[config.mk]
export PLATFORM = sky130hd
export DESIGN_NAME = pgwr_engine
export DESIGN_NICKNAME = d
export VERILOG_FILES = /design/src/rtl/pgwr_pkg.sv /design/src/rtl/pgwr_addr.sv /design/src/rtl/pgwr_buffer.sv /design/src/rtl/pgwr_timer.sv /design/src/rtl/pgwr_engine.sv
export SDC_FILE = /design/constraint.sdc
export NUM_CORES = 1
export LEC_CHECK = 0
export ABC_AREA = 0
export CAP_MARGIN = 40
export CORE_UTILIZATION = 50
export CTS_CLUSTER_DIAMETER = 200
export DETAILED_ROUTE_END_ITERATION = 6
export PLACE_DENSITY = 0.78
export SLEW_MARGIN = 40
export SYNTH_ARGS = -nofsm -noshare
export SYNTH_HDL_FRONTEND = slang
export SYNTH_SLANG_ARGS = --single-unit
[constraint.sdc]
create_clock -name clk -period 4.2 [get_ports clk]
set_input_delay 0.42 -clock clk [delete_from_list [all_inputs] [get_ports clk]]
set_output_delay 0.42 -clock clk [all_outputs]
set_load 0.05 [all_outputs]
[src/rtl/pgwr_pkg.sv]
package pgwr_pkg;

  typedef enum logic [1:0] {
    PG_IDLE = 2'd0,
    PG_LOAD = 2'd1,
    PG_PROG = 2'd2
  } pg_state_e;

  // next slot inside a page of 'page' bytes
  function automatic int unsigned pg_wrap(input int unsigned off, input int unsigned page);
    return (off + 1) % page;
  endfunction

  // commit rule: whole bytes, permission, and something loaded
  function automatic logic pg_may_commit(input logic aligned, input logic allow, input logic any);
    return aligned & allow & any;
  endfunction

endpackage

[src/rtl/pgwr_addr.sv]
module pgwr_addr #(
  parameter int ADDR_W     = 8,
  parameter int PAGE_BYTES = 16,
  localparam int OFF_W     = $clog2(PAGE_BYTES),
  localparam int PG_W      = ADDR_W - OFF_W
) (
  input  logic              clk,
  input  logic              rst_n,
  input  logic              load,
  input  logic [ADDR_W-1:0] addr_in,
  input  logic              step,
  output logic [PG_W-1:0]   page_q,
  output logic [OFF_W-1:0]  off_q
);
  import pgwr_pkg::*;

  always_ff @(posedge clk or negedge rst_n) begin
    if (!rst_n) begin
      page_q <= '0;
      off_q  <= '0;
    end else if (load) begin
      page_q <= addr_in[ADDR_W-1:OFF_W];
      off_q  <= addr_in[OFF_W-1:0];
    end else if (step) begin
      off_q  <= OFF_W'(pg_wrap(32'(off_q), PAGE_BYTES));
    end
  end

endmodule

[src/rtl/pgwr_buffer.sv]
module pgwr_buffer #(
  parameter int PAGE_BYTES = 16,
  parameter int DATA_W     = 8,
  localparam int OFF_W     = $clog2(PAGE_BYTES)
) (
  input  logic              clk,
  input  logic              rst_n,
  input  logic              clr,
  input  logic              wr_en,
  input  logic [OFF_W-1:0]  wr_off,
  input  logic [DATA_W-1:0] wr_data,
  input  logic [OFF_W-1:0]  rd_off,
  output logic [DATA_W-1:0] rd_data,
  output logic              rd_loaded,
  output logic              any_loaded
);

  logic [DATA_W-1:0]     slot_q [PAGE_BYTES];
  logic [PAGE_BYTES-1:0] ld_q;

  for (genvar g = 0; g < PAGE_BYTES; g++) begin : g_slot
    always_ff @(posedge clk or negedge rst_n) begin
      if (!rst_n) begin
        slot_q[g] <= '0;
        ld_q[g]   <= 1'b0;
      end else if (clr) begin
        ld_q[g]   <= 1'b0;
      end else if (wr_en && wr_off == OFF_W'(g)) begin
        slot_q[g] <= wr_data;
        ld_q[g]   <= 1'b1;
      end
    end
  end

  assign rd_data    = slot_q[rd_off];
  assign rd_loaded  = ld_q[rd_off];
  assign any_loaded = |ld_q;

endmodule

[src/rtl/pgwr_timer.sv]
module pgwr_timer #(
  parameter int CYCLES  = 48,
  localparam int CNT_W  = $clog2(CYCLES + 1)
) (
  input  logic             clk,
  input  logic             rst_n,
  input  logic             go,
  output logic [CNT_W-1:0] cnt_q,
  output logic             last
);
  localparam logic [CNT_W-1:0] LAST_V = CNT_W'(CYCLES - 1);

  logic run_q;

  assign last = run_q && (cnt_q == LAST_V);

  always_ff @(posedge clk or negedge rst_n) begin
    if (!rst_n) begin
      run_q <= 1'b0;
      cnt_q <= '0;
    end else if (go) begin
      run_q <= 1'b1;
      cnt_q <= '0;
    end else if (last) begin
      run_q <= 1'b0;
      cnt_q <= '0;
    end else if (run_q) begin
      cnt_q <= cnt_q + 1'b1;
    end
  end

endmodule

[src/rtl/pgwr_engine.sv]
module pgwr_engine #(
  parameter int ADDR_W      = 8,
  parameter int PAGE_BYTES  = 16,
  parameter int PROG_CYCLES = 48
) (
  input  logic              clk,
  input  logic              rst_n,
  input  logic              start,
  input  logic [ADDR_W-1:0] start_addr,
  input  logic              byte_vld,
  input  logic [7:0]        byte_data,
  input  logic              cs_rise,
  input  logic              byte_aligned,
  input  logic              wr_allow,
  output logic              arr_we,
  output logic [ADDR_W-1:0] arr_addr,
  output logic [7:0]        arr_wdata,
  output logic              busy,
  output logic              wr_done
);
  import pgwr_pkg::*;

  localparam int OFF_W = $clog2(PAGE_BYTES);
  localparam int PG_W  = ADDR_W - OFF_W;
  localparam int CNT_W = $clog2(PROG_CYCLES + 1);
  localparam logic [CNT_W-1:0] PAGE_CNT = CNT_W'(PAGE_BYTES);

  initial begin
    if (PROG_CYCLES < PAGE_BYTES || (1 << OFF_W) != PAGE_BYTES || PG_W < 1)
      $error("pgwr_engine: bad parameters");
  end

  pg_state_e state_q;

  // named internal events
  logic start_go, byte_go, commit_go, discard_go, cycle_end;
  logic any_loaded, slot_loaded;
  logic [PG_W-1:0]  page_q;
  logic [OFF_W-1:0] off_q;
  logic [CNT_W-1:0] cnt_q;
  logic [7:0]       slot_data;

  assign start_go   = start && !cs_rise && (state_q != PG_PROG);
  assign byte_go    = byte_vld && (state_q == PG_LOAD);
  assign commit_go  = cs_rise && (state_q == PG_LOAD) &&
                      pg_may_commit(byte_aligned, wr_allow, any_loaded);
  assign discard_go = cs_rise && (state_q == PG_LOAD) && !commit_go;

  pgwr_addr #(.ADDR_W(ADDR_W), .PAGE_BYTES(PAGE_BYTES)) u_addr (
    .clk     (clk),
    .rst_n   (rst_n),
    .load    (start_go),
    .addr_in (start_addr),
    .step    (byte_go),
    .page_q  (page_q),
    .off_q   (off_q)
  );

  pgwr_buffer #(.PAGE_BYTES(PAGE_BYTES), .DATA_W(8)) u_buf (
    .clk        (clk),
    .rst_n      (rst_n),
    .clr        (start_go || discard_go || cycle_end),
    .wr_en      (byte_go),
    .wr_off     (off_q),
    .wr_data    (byte_data),
    .rd_off     (cnt_q[OFF_W-1:0]),
    .rd_data    (slot_data),
    .rd_loaded  (slot_loaded),
    .any_loaded (any_loaded)
  );

  pgwr_timer #(.CYCLES(PROG_CYCLES)) u_tmr (
    .clk   (clk),
    .rst_n (rst_n),
    .go    (commit_go),
    .cnt_q (cnt_q),
    .last  (cycle_end)
  );

  always_ff @(posedge clk or negedge rst_n) begin
    if (!rst_n) begin
      state_q <= PG_IDLE;
      wr_done <= 1'b0;
    end else begin
      wr_done <= cycle_end;
      unique case (state_q)
        PG_PROG: if (cycle_end) state_q <= PG_IDLE;
        PG_LOAD: begin
          if (commit_go)       state_q <= PG_PROG;
          else if (discard_go) state_q <= PG_IDLE;
        end
        default: if (start_go) state_q <= PG_LOAD;
      endcase
    end
  end

  assign busy      = (state_q == PG_PROG);
  assign arr_we    = busy && (cnt_q < PAGE_CNT) && slot_loaded;
  assign arr_addr  = {page_q, cnt_q[OFF_W-1:0]};
  assign arr_wdata = slot_data;

endmodule

==> out/qor.txt, run 1 <==
Num Clock Sinks -> 162
Die X -> 128 microns
Number of global-route vias before repair -> 4,774
Grt ovf -> 0
Setup TNS -> 0 ns
Final setup margin -> 0.511 ns
Max IR drop VDD -> 0.419 mV
Crit start category -> flop
Final setup violation count -> 0
Reg2reg setup slack -> 1.44 ns
Proportion of synthesized area in mux cells -> 33.9%
H-tree depth -> 4
Pre-CTS setup slack -> 0.794 ns
Post-CTS setup buffer count -> 0
Pin count of the biggest net entering global routing -> 93
Max Cap Viol -> 0
WS Path Type -> flop to output pin
Dpl hpwl -> 10,400 microns
CP arrival -> 3.27 ns
Initial antenna violation count -> 0
Core footprint -> 0.0153 sq mm
Compound-Gate Fraction of Synth Area -> 6.37%
Pwr dens -> 739 mW/mm^2
TritonCTS buffer count -> 17
Fin util -> 59.2%
DR vias/cell -> 5.95
Clock-pin slew on the worst setup and hold paths -> 0.06 ns
# diodes -> 0
HP Class -> primary input to async pin
Post-synthesis xor/xnor area fraction -> 0.664%
First-pass GRT wire length -> 26,700 microns
Worst-path fanout max -> 16
Clk_lat worst skew -> 0.43 ns
Area growth syn-to-layout -> 14.5%
Synthesis Warnings -> 0
R2r startpoint -> u_tmr.cnt_q[0]$_DFFE_PN0P_
Hold Fails Final Rpt -> 0
Number of enable flip-flop cells after synthesis -> 0
RSZ-0062 raised after global routing -> no
WL per Instance -> 21.6 microns
Post-Synthesis Cells -> 507
Nets@finish -> 567
CTS Hold Buffers Added -> 0
Simple-gate share of the synthesized area -> 3.83%
Post-synth top flop -> dfrtp_1
Status -> finished, final reports clean
Reg2reg path depth -> 6
Final Cycle Share -> 87.8%
Final WL -> 16,400 microns
Synthesized area -> 0.00791 sq mm
P_leak -> 4.12 nW
Hold WS -> 0.0241 ns
Slew @ Worst Pin -> 0.800 ns
Syn Nets -> 537
Port Buffers -> 41
# IOs -> 42
Synth Area per Inst -> 15.6 sq um
Yosys reg bits -> 162
Root Buffer -> clkbuf_16
TritonRoute pass-1 iters -> 4
Min cycle time layout -> 3.69 ns
Post-CTS sizing -> 0
Gr usage total -> 22.2%
Relative slew slack -> 46.5%
Routability Congestion -> 0.801
FFs w/ async S/R, synth -> 100%
Adder-Cell Fraction of Synth Area -> 1.11%
Clk_skew -> 0.00884 ns
Starting DRT DRC Count -> 375
Reg2reg end -> u_buf.slot_q[106]$_DFFE_PN0P_
Synth cell types -> 42
DRC viols -> 0
Starting Density -> 51.7%
CTS tree -> done
Post-synthesis sequential area ratio -> 51.2%
Die area -> 0.0163 sq mm
Largest family of logic cells by synthesized area -> multiplexers
Layout cells sized above 1 -> 43.5%
Via count -> 4,523
Fmax -> 0.271 GHz
# rows -> 45
Clock tree buffer depth -> 2
DIE HEIGHT -> 128 microns
Slew Viols, Final -> 0
Critical path endpoint category -> output pin
CP Data Required Time -> 3.78 ns
ANT nets after route -> 0
[flip-flops by register name (all words and copies together), names as in the netlist]
signal         cells
wr_done            1
u_tmr.cnt_q        6
u_buf.ld_q        16
u_buf.slot_q     128
u_tmr.run_q        1
state_q            2
u_addr.page_q      4
u_addr.off_q       4
[kinds of logic after synthesis]
| kind of cell | after synthesis |
|---|---|
| AOI/OAI and AO/OA | 48 |
| xor gates and xnor gates | 6 |
| adders and majority gates | 7 |
| buffers and inverters | 43 |
| DFF | 162 |
| muxes | 183 |
| and+or+nand+nor | 58 |
[how the worst max path moves through the flow]
stage | from | endpoint | slack [ns] | cells after the start
after floorplan | u_tmr.cnt_q[0]$_DFFE_PN0P_ | arr_wdata[2] | 1.61 | 4
after global placement | u_tmr.cnt_q[1]$_DFFE_PN0P_ | arr_wdata[4] | 0.85 | 4
after detailed placement | u_tmr.cnt_q[1]$_DFFE_PN0P_ | arr_wdata[0] | 0.79 | 4
after CTS | u_tmr.cnt_q[1]$_DFFE_PN0P_ | arr_wdata[0] | 0.33 | 4
after global routing | u_tmr.cnt_q[0]$_DFFE_PN0P_ | arr_wdata[0] | 0.39 | 4
final | u_tmr.cnt_q[0]$_DFFE_PN0P_ | arr_wdata[0] | 0.51 | 4
[critical path, stage by stage, from the launching register on]
cell             delay [ns]
dfrtp_2                0.65
buf_4                  0.35
mux4_2                 0.53
mux4_1                 0.57
clkdlybuf4s50_1        0.73
[power breakdown]
| part | internal [W] | switching [W] |
|---|---|---|
| Clock | 0.000908 | 0.000626 |
| Sequential | 0.00214 | 0.000474 |
| Combinational | 0.00134 | 0.00120 |
[metrics by stage]
step / instance area [sq um] / instances / total power, W
after floorplan: 7910 / 507 / 0.00455
after CTS: 9040 / 760 / 0.00672
after detailed placement: 8460 / 729 / 0.00516
after global placement: 8440 / 728 / 0.00505
final: 9060 / 760 / 0.00669
after global routing: 9060 / 760 / 0.00701
[final cells by class]
type,instances,area (sq um)
Inverter,6,22.5
Clock inverter,11,128
Sequential cell,162,4060
Clock buffer,20,457
Timing Repair Buffer,48,470
Tap cell,211,264
Fill cell,1152,6260
Multi-Input combinational cell,302,3660
[cells in the mapped netlist, types with 3 or more instances]
| cell type | number | area (sq um) |
|---|---|---|
| a211oi_4 | 4 | 80.1 |
| a21oi_1 | 19 | 95.1 |
| and3_1 | 5 | 31.3 |
| buf_2 | 6 | 30.0 |
| buf_4 | 6 | 45.0 |
| buf_6 | 4 | 45.0 |
| clkbuf_1 | 17 | 63.8 |
| clkbuf_2 | 3 | 15.0 |
| dfrtp_1 | 162 | 4050 |
| ha_1 | 7 | 87.6 |
| inv_1 | 6 | 22.5 |
| mux2_1 | 3 | 33.8 |
| mux2_2 | 108 | 1220 |
| mux2_4 | 24 | 360 |
| mux2i_1 | 3 | 30.0 |
| mux4_1 | 8 | 210 |
| mux4_2 | 37 | 833 |
| nand2_1 | 7 | 26.3 |
| nand3_1 | 5 | 25.0 |
| nor2_1 | 21 | 78.8 |
| nor2b_1 | 4 | 25.0 |
| nor3_1 | 3 | 15.0 |
| nor4_1 | 4 | 25.0 |
| o211ai_2 | 8 | 100 |
| o211ai_4 | 8 | 170 |
| o21ai_0 | 4 | 20.0 |
| xnor2_1 | 4 | 35.0 |
[placed cells by master (no fill, tap or decap), types with 2 or more instances in the layout]
cell             synthesis  layout
mux2_2                 108     108
a21oi_1                 19      19
nor2b_2                  0       3
clkinvlp_4               0       2
o211ai_4                 8       8
nand2_1                  7       7
dfrtp_1                162     160
xnor2_1                  4       4
mux4_2                  37      37
nor3_1                   3       3
inv_6                    0       2
nand2b_1                 2       2
buf_4                    6       6
inv_1                    6       6
clkbuf_16                0      17
clkdlybuf4s50_1          0      40
o21ai_0                  4       4
clkinv_2                 0       3
a211oi_4                 4       4
mux4_1                   8       8
nor4_1                   4       4
mux2_4                  24      24
nand3_1                  5       5
nor2_1                  21      21
o211ai_2                 8       8
clkbuf_8                 0       3
mux2i_1                  3       3
ha_1                     7       7
bufinv_16                0       2
xor2_1                   2       2
dfrtp_2                  0       2
and3_1                   5       5
mux2_1                   3       3
[metal layers]
metal | part of all wire (%) | GRT usage [%] | routed length (microns)
met5 | 0 | 0 | 0
met4 | 1.3 | 6.09 | 210
met3 | 4.7 | 4.34 | 777
met2 | 49 | 35.9 | 8130
met1 | 45 | 30.9 | 7320
Power figures use the tool's default switching activity.
==> run 2: changes to the inputs <==
- CORE_MARGIN: default -> 3
==> run 2 against run 1 <==
  * Clock power increased by 9%
  * Non-clock buffer count is 1 higher
  * First-iteration DRC count fell by 4.8%
  * Maximum frequency decreased by 2.8%
  * Combinational power about the same
  * Clock skew increased by 0.0017 ns
  * Sequential share of layout area fell by 0.25 points
  * Setup slack worse by 0.11 ns
  * Routed wire length rose by 4.9%
  * Register-to-register slack got worse by 0.06 ns
  * Critical path type unchanged
  * Largest power group unchanged
==> out/qor.txt, run 2 (synthesis results as in run 1) <==
Gr usage total -> 20.9% (-1.3 points)
ANT nets after route -> 0 (unchanged)
Post-CTS sizing -> 0 (unchanged)
Area growth syn-to-layout -> 15.2%
Total chip power -> 0.00686 W (+2.6%)
Largest Register -> u_buf.slot_q
Layout cells sized above 1 -> 43.9% (+0.39 points)
Hold WS -> 0.0481 ns (+0.0240 ns)
Clock-pin slew on the worst setup and hold paths -> 0.07 ns (about the same)
CP delay by family, top -> multiplexers
Inst Count DP -> 730 (+0.14%)
Dpl hpwl -> 10,900 microns (+5.0%)
DR vias/cell -> 6.03 (+1.3%)
P_leak -> 4.15 nW (+0.70%)
Setup TNS -> 0 ns (unchanged)
Critical path endpoint category -> output pin
Reg2reg path depth -> 6 (unchanged)
Initial antenna violation count -> 0 (unchanged)
CP arrival -> 3.38 ns (+0.11 ns)
DIE HEIGHT -> 132 microns (+3.1%)
Switching Share -> 34.3% (-0.067 points)
CTS Hold Buffers Added -> 0 (unchanged)
Die area -> 0.0174 sq mm (+6.4%)
Setup crit start -> u_tmr.cnt_q[0]$_DFFE_PN0P_
WL per Instance -> 22.6 microns (+4.6%)
TritonRoute pass-1 iters -> 5 (+1)
# diodes -> 0 (unchanged)
CTS tree -> done
Max Cap Viol -> 0 (unchanged)
Root Buffer -> clkbuf_16
Pwr dens -> 753 mW/mm^2 (+2.0%)
Num Clock Sinks -> 162 (unchanged)
H-tree depth -> 4 (unchanged)
DRC viols -> 0 (unchanged)
Final setup violation count -> 0 (unchanged)
Number of global-route vias before repair -> 4,852 (+1.6%)
Grt ovf -> 0 (unchanged)
Slew @ Worst Pin -> 0.855 ns (+0.0556 ns)
Port Buffers -> 41 (unchanged)
Nets@finish -> 568 (+0.18%)
Reg power frac -> 38.6% (-0.5 points)
Pin count of the biggest net entering global routing -> 93 (unchanged)
CP Data Required Time -> 3.78 ns (about the same)
CP Buf/Inv Count -> 2 (unchanged)
Starting Density -> 51.7% (unchanged)
Final WL -> 17,200 microns (+4.9%)
Final setup margin -> 0.403 ns (-0.108 ns)
# IOs -> 42 (unchanged)
Hold Fails Final Rpt -> 0 (unchanged)
Pint -> 0.00451 W (+2.7%)
Status -> finished, final reports clean
RSZ-0062 raised after global routing -> no
Commonest non-fill, non-tap cells in the layout -> dfrtp_1 (160), mux2_2 (108), clkdlybuf4s50_1 (40)
Non-Filler Instances -> 762 (+0.26%)
Largest registers -> u_buf.slot_q (128), u_buf.ld_q (16), u_tmr.cnt_q (6)
Max IR drop VDD -> 0.647 mV (+54%)
Pre-CTS setup slack -> 0.786 ns (-0.00887 ns)
Slowest CP cell -> dfrtp_2
Core footprint -> 0.0153 sq mm (unchanged)
Slew Viols, Final -> 0 (unchanged)
Clk pwr share -> 24.4% (+1.5 points)
Worst-path fanout max -> 21 (+5)
Relative slew slack -> 42.8% (-3.7 points)
Switch Pwr -> 0.00235 W (+2.4%)
Starting DRT DRC Count -> 357 (-4.8%)
R2r startpoint -> u_tmr.cnt_q[0]$_DFFE_PN0P_
Fmax -> 0.263 GHz (-2.8%)
CP max stage delay -> 0.83 ns (+0.10 ns)
Post-CTS setup buffer count -> 0 (unchanged)
Worst path cell trace -> buf_4 > mux4_2 > mux4_1 > clkdlybuf4s50_1
Routability Congestion -> 0.882 (+10%)
Clk_lat worst skew -> 0.43 ns (about the same)
First-pass GRT wire length -> 27,800 microns (+3.8%)
Clk_skew -> 0.0105 ns (+0.00171 ns)
Min cycle time layout -> 3.80 ns (+0.108 ns)
WS Path Type -> flop to output pin
Crit start category -> flop
Critical Path Stages -> 4 (unchanged)
Die X -> 132 microns (+3.1%)
Most common cell after layout, fill and taps aside -> dfrtp_1
Clock tree buffer depth -> 2 (unchanged)
TritonCTS buffer count -> 17 (unchanged)
Via count -> 4,592 (+1.5%)
Comb power frac -> 37.1% (-0.8 points)
Final Cycle Share -> 90.4% (+2.6 points)
# rows -> 45 (unchanged)
Max reg flops -> 128 (unchanged)
HP Class -> primary input to async pin
==> run 2: final timing paths <==
| kind | end | slack [ns] |
|---|---|---|
| setup / recovery | arr_wdata[4] | 0.40 |
| hold / removal | u_buf.slot_q[60]$_DFFE_PN0P_ | 0.05 |
| setup reg to reg | u_buf.slot_q[55]$_DFFE_PN0P_ | 1.38 |
| hold reg to reg | u_buf.slot_q[14]$_DFFE_PN0P_ | 0.49 |
| max in group asynchronous | u_buf.slot_q[53]$_DFFE_PN0P_ | 3.17 |
| min in group clk | u_buf.slot_q[14]$_DFFE_PN0P_ | 0.49 |
==> run 2: per-stage QoR <==
| stage | utilization [%] | area (sq um) |
|---|---|---|
| after detailed placement | 55.3 | 8470 |
| after global placement | 55.1 | 8450 |
| final | 59.5 | 9110 |
| after CTS | 59.5 | 9100 |
| after global routing | 59.5 | 9110 |
| after floorplan | - | 7910 |
==> run 2: power by group through the flow <==
stage | Clock [W] | Combinational [W] | Sequential, W
floorplan | 0 | 0.00215 | 0.00240
global placement | 0 | 0.00245 | 0.00261
detailed placement | 0 | 0.00255 | 0.00266
CTS | 0.00170 | 0.00257 | 0.00264
global route | 0.00176 | 0.00272 | 0.00272
finish | 0.00167 | 0.00254 | 0.00265
==> run 2: layout make-up <==
class,instances,area [sq um]
Fill cell,1160,6200
Sequential cell,162,4060
Multi-Input combinational cell,302,3650
Timing Repair Buffer,49,478
Clock buffer,18,439
Tap cell,211,264
Clock inverter,14,200
Inverter,6,22.5
==> run 2: per-layer routing <==
| metal | share of wire [%] | track usage [%] | vias up |
|---|---|---|---|
| li1 | - | - | 1975 |
| met1 | 45 | 29.0 | 2479 |
| met2 | 50 | 33.7 | 115 |
| met3 | 3.9 | 4.39 | 23 |
| met4 | 1.6 | 6.18 | 0 |
| met5 | 0 | 0 | - |
==> run 3: changes to the inputs <==
- CELL_PAD_IN_SITES_DETAIL_PLACEMENT: default -> 1
- CELL_PAD_IN_SITES_GLOBAL_PLACEMENT: default -> 1
- PLACE_DENSITY: 0.78 -> 0.88
==> run 3 against run 2 <==
  * Total power up 0.20%
  * Register-to-register slack worse by 0.06 ns
  * Combinational power up 3%
  * Clock-buffer cell count up 3
  * Die area unchanged
  * Global-route usage up 2.9 points
  * Non-clock buffer count up 1
==> out/qor.txt, run 3 (synthesis results as in run 1) <==
Status -> finished, final reports clean
# rows -> 45 (unchanged)
Clock-pin slew on the worst setup and hold paths -> 0.07 ns (about the same)
WS Path Type -> flop to output pin
Setup crit start -> u_tmr.cnt_q[0]$_DFFE_PN0P_
Most common cell after layout, fill and taps aside -> dfrtp_1
WL per Instance -> 26.4 microns (+17%)
Number of global-route vias before repair -> 5,278 (+8.8%)
Pint -> 0.00436 W (-3.2%)
Comb power frac -> 38.0% (+0.9 points)
Crit start category -> flop
Non-Filler Instances -> 763 (+0.13%)
Routability Congestion -> 0.836 (-5.2%)
P_leak -> 4.14 nW (-0.26%)
Reg power frac -> 39.6% (+1.0 points)
Dpl hpwl -> 12,700 microns (+17%)
RSZ-0062 raised after global routing -> no
Max reg flops -> 128 (unchanged)
Pwr dens -> 755 mW/mm^2 (+0.30%)
CTS tree -> done
Port Buffers -> 41 (unchanged)
Reg2reg setup slack -> 1.32 ns (-0.06 ns)
H-tree depth -> 4 (unchanged)
Via count -> 4,778 (+4.1%)
Clk_skew -> 0.0131 ns (+0.00253 ns)
CP arrival -> 3.42 ns (+0.04 ns)
Largest Register -> u_buf.slot_q
Area growth syn-to-layout -> 15.1% (about the same)
DR vias/cell -> 6.26 (+3.9%)
HP Class -> primary input to async pin
Root Buffer -> clkbuf_16
Inst Count DP -> 729 (-0.14%)
ANT nets after route -> 0 (unchanged)
First-pass GRT wire length -> 31,500 microns (+13%)
Relative slew slack -> 46.1% (+3.3 points)
Nets@finish -> 569 (+0.18%)
Final setup margin -> 0.356 ns (-0.0477 ns)
Final Cycle Share -> 91.5% (+1.1 points)
Pre-CTS setup slack -> 0.763 ns (-0.0228 ns)
Starting Density -> 51.7% (unchanged)
Clk pwr share -> 22.3% (-2.1 points)
TritonRoute pass-1 iters -> 4 (-1)
Gr usage total -> 23.8% (+2.9 points)
Core footprint -> 0.0153 sq mm (unchanged)
Grt ovf -> 0 (unchanged)
Clk_lat worst skew -> 0.43 ns (about the same)
Min cycle time layout -> 3.84 ns (+0.0477 ns)
Placed Area -> 0.00847 sq mm (about the same)
Max IR drop VDD -> 0.398 mV (-38%)
Die X -> 132 microns (unchanged)
Hold WS -> 0.461 ns (+0.413 ns)
Slew Viols, Final -> 0 (unchanged)
Hold Fails Final Rpt -> 0 (unchanged)
Setup TNS -> 0 ns (unchanged)
Final instance area -> 0.00910 sq mm (about the same)
Commonest non-fill, non-tap cells in the layout -> dfrtp_1 (160), mux2_2 (108), clkdlybuf4s50_1 (40)
Max Cap Viol -> 0 (unchanged)
Clock tree buffer depth -> 2 (unchanged)
Fmax -> 0.260 GHz (-1.2%)
Die area -> 0.0174 sq mm (unchanged)
Critical path endpoint category -> output pin
# diodes -> 0 (unchanged)
R2r startpoint -> u_buf.ld_q[2]$_DFFE_PN0P_
Final setup violation count -> 0 (unchanged)
TritonCTS buffer count -> 17 (unchanged)
Worst-path fanout max -> 23 (+9.5%)
CP Data Required Time -> 3.78 ns (about the same)
DIE HEIGHT -> 132 microns (unchanged)
Pin count of the biggest net entering global routing -> 104 (+12%)
Switch Pwr -> 0.00251 W (+6.8%)
Switching Share -> 36.5% (+2.2 points)
Post-CTS sizing -> 0 (unchanged)
Starting DRT DRC Count -> 417 (+17%)
Layout cells sized above 1 -> 43.3% (-0.62 points)
Slew @ Worst Pin -> 0.806 ns (-0.0489 ns)
DRC viols -> 0 (unchanged)
Final WL -> 20,200 microns (+17%)
Initial antenna violation count -> 0 (unchanged)
Num Clock Sinks -> 162 (unchanged)
# IOs -> 42 (unchanged)
Largest registers -> u_buf.slot_q (128), u_buf.ld_q (16), u_tmr.cnt_q (6)
run 3: cell type report:
type	instances	area, sq um
multi-input cells	302	3660
repair buffers	50	518
fillers	1397	6210
inverters	6	22.5
clock buffers	21	460
flip-flops and latches	162	4060
well taps	211	264
clock inverters	11	121
run 3: critical path: stages, from the launching register on:
cell and delay, ns:
dfrtp_2 0.82, buf_4 0.39, mux4_2 0.54, mux4_1 0.51, clkdlybuf4s50_1 0.73
run 3: path summary, 6_finish.rpt:
path / end / depth (start not counted)
max: arr_wdata[7] / 4
min: u_buf.slot_q[33]$_DFFE_PN0P_ / 2
max reg2reg: u_buf.slot_q[37]$_DFFE_PN0P_ / 5
min reg2reg: u_buf.slot_q[126]$_DFFE_PN0P_ / 1
max in group asynchronous: u_tmr.cnt_q[1]$_DFFE_PN0P_ / 3
min in group clk: u_buf.slot_q[126]$_DFFE_PN0P_ / 1
run 3: power groups by stage:
stage	combinational (W)	sequential, W	clock, W
after floorplan	0.00215	0.00240	0
after global placement	0.00243	0.00264	0
after detailed placement	0.00258	0.00272	0
after CTS	0.00262	0.00272	0.00155
after global routing	0.00276	0.00279	0.00163
final	0.00261	0.00273	0.00153
run 3: timing repair:
action	CTS	global route
buffers inserted	0	0
endpoints found under the hold margin	0	35
hold buffers	0	1
run 3: through the flow:
step           util (%)  power, W
2_1_floorplan         -   0.00455
3_3_place_gp       55.2   0.00508
3_5_place_dp       55.3   0.00530
4_1_cts            59.1   0.00688
5_1_grt            59.4   0.00718
6_report           59.4   0.00687
run 3: routing by layer:
metal  routed length [microns]  up-vias  global-route usage (%)
met2                     10700      169                    41.3
met4                       785        0                    10.7
met5                         0        -                       0
met3                      1010       59                    4.31
met1                      7670     2576                    29.2
li1                          -     1974                       -
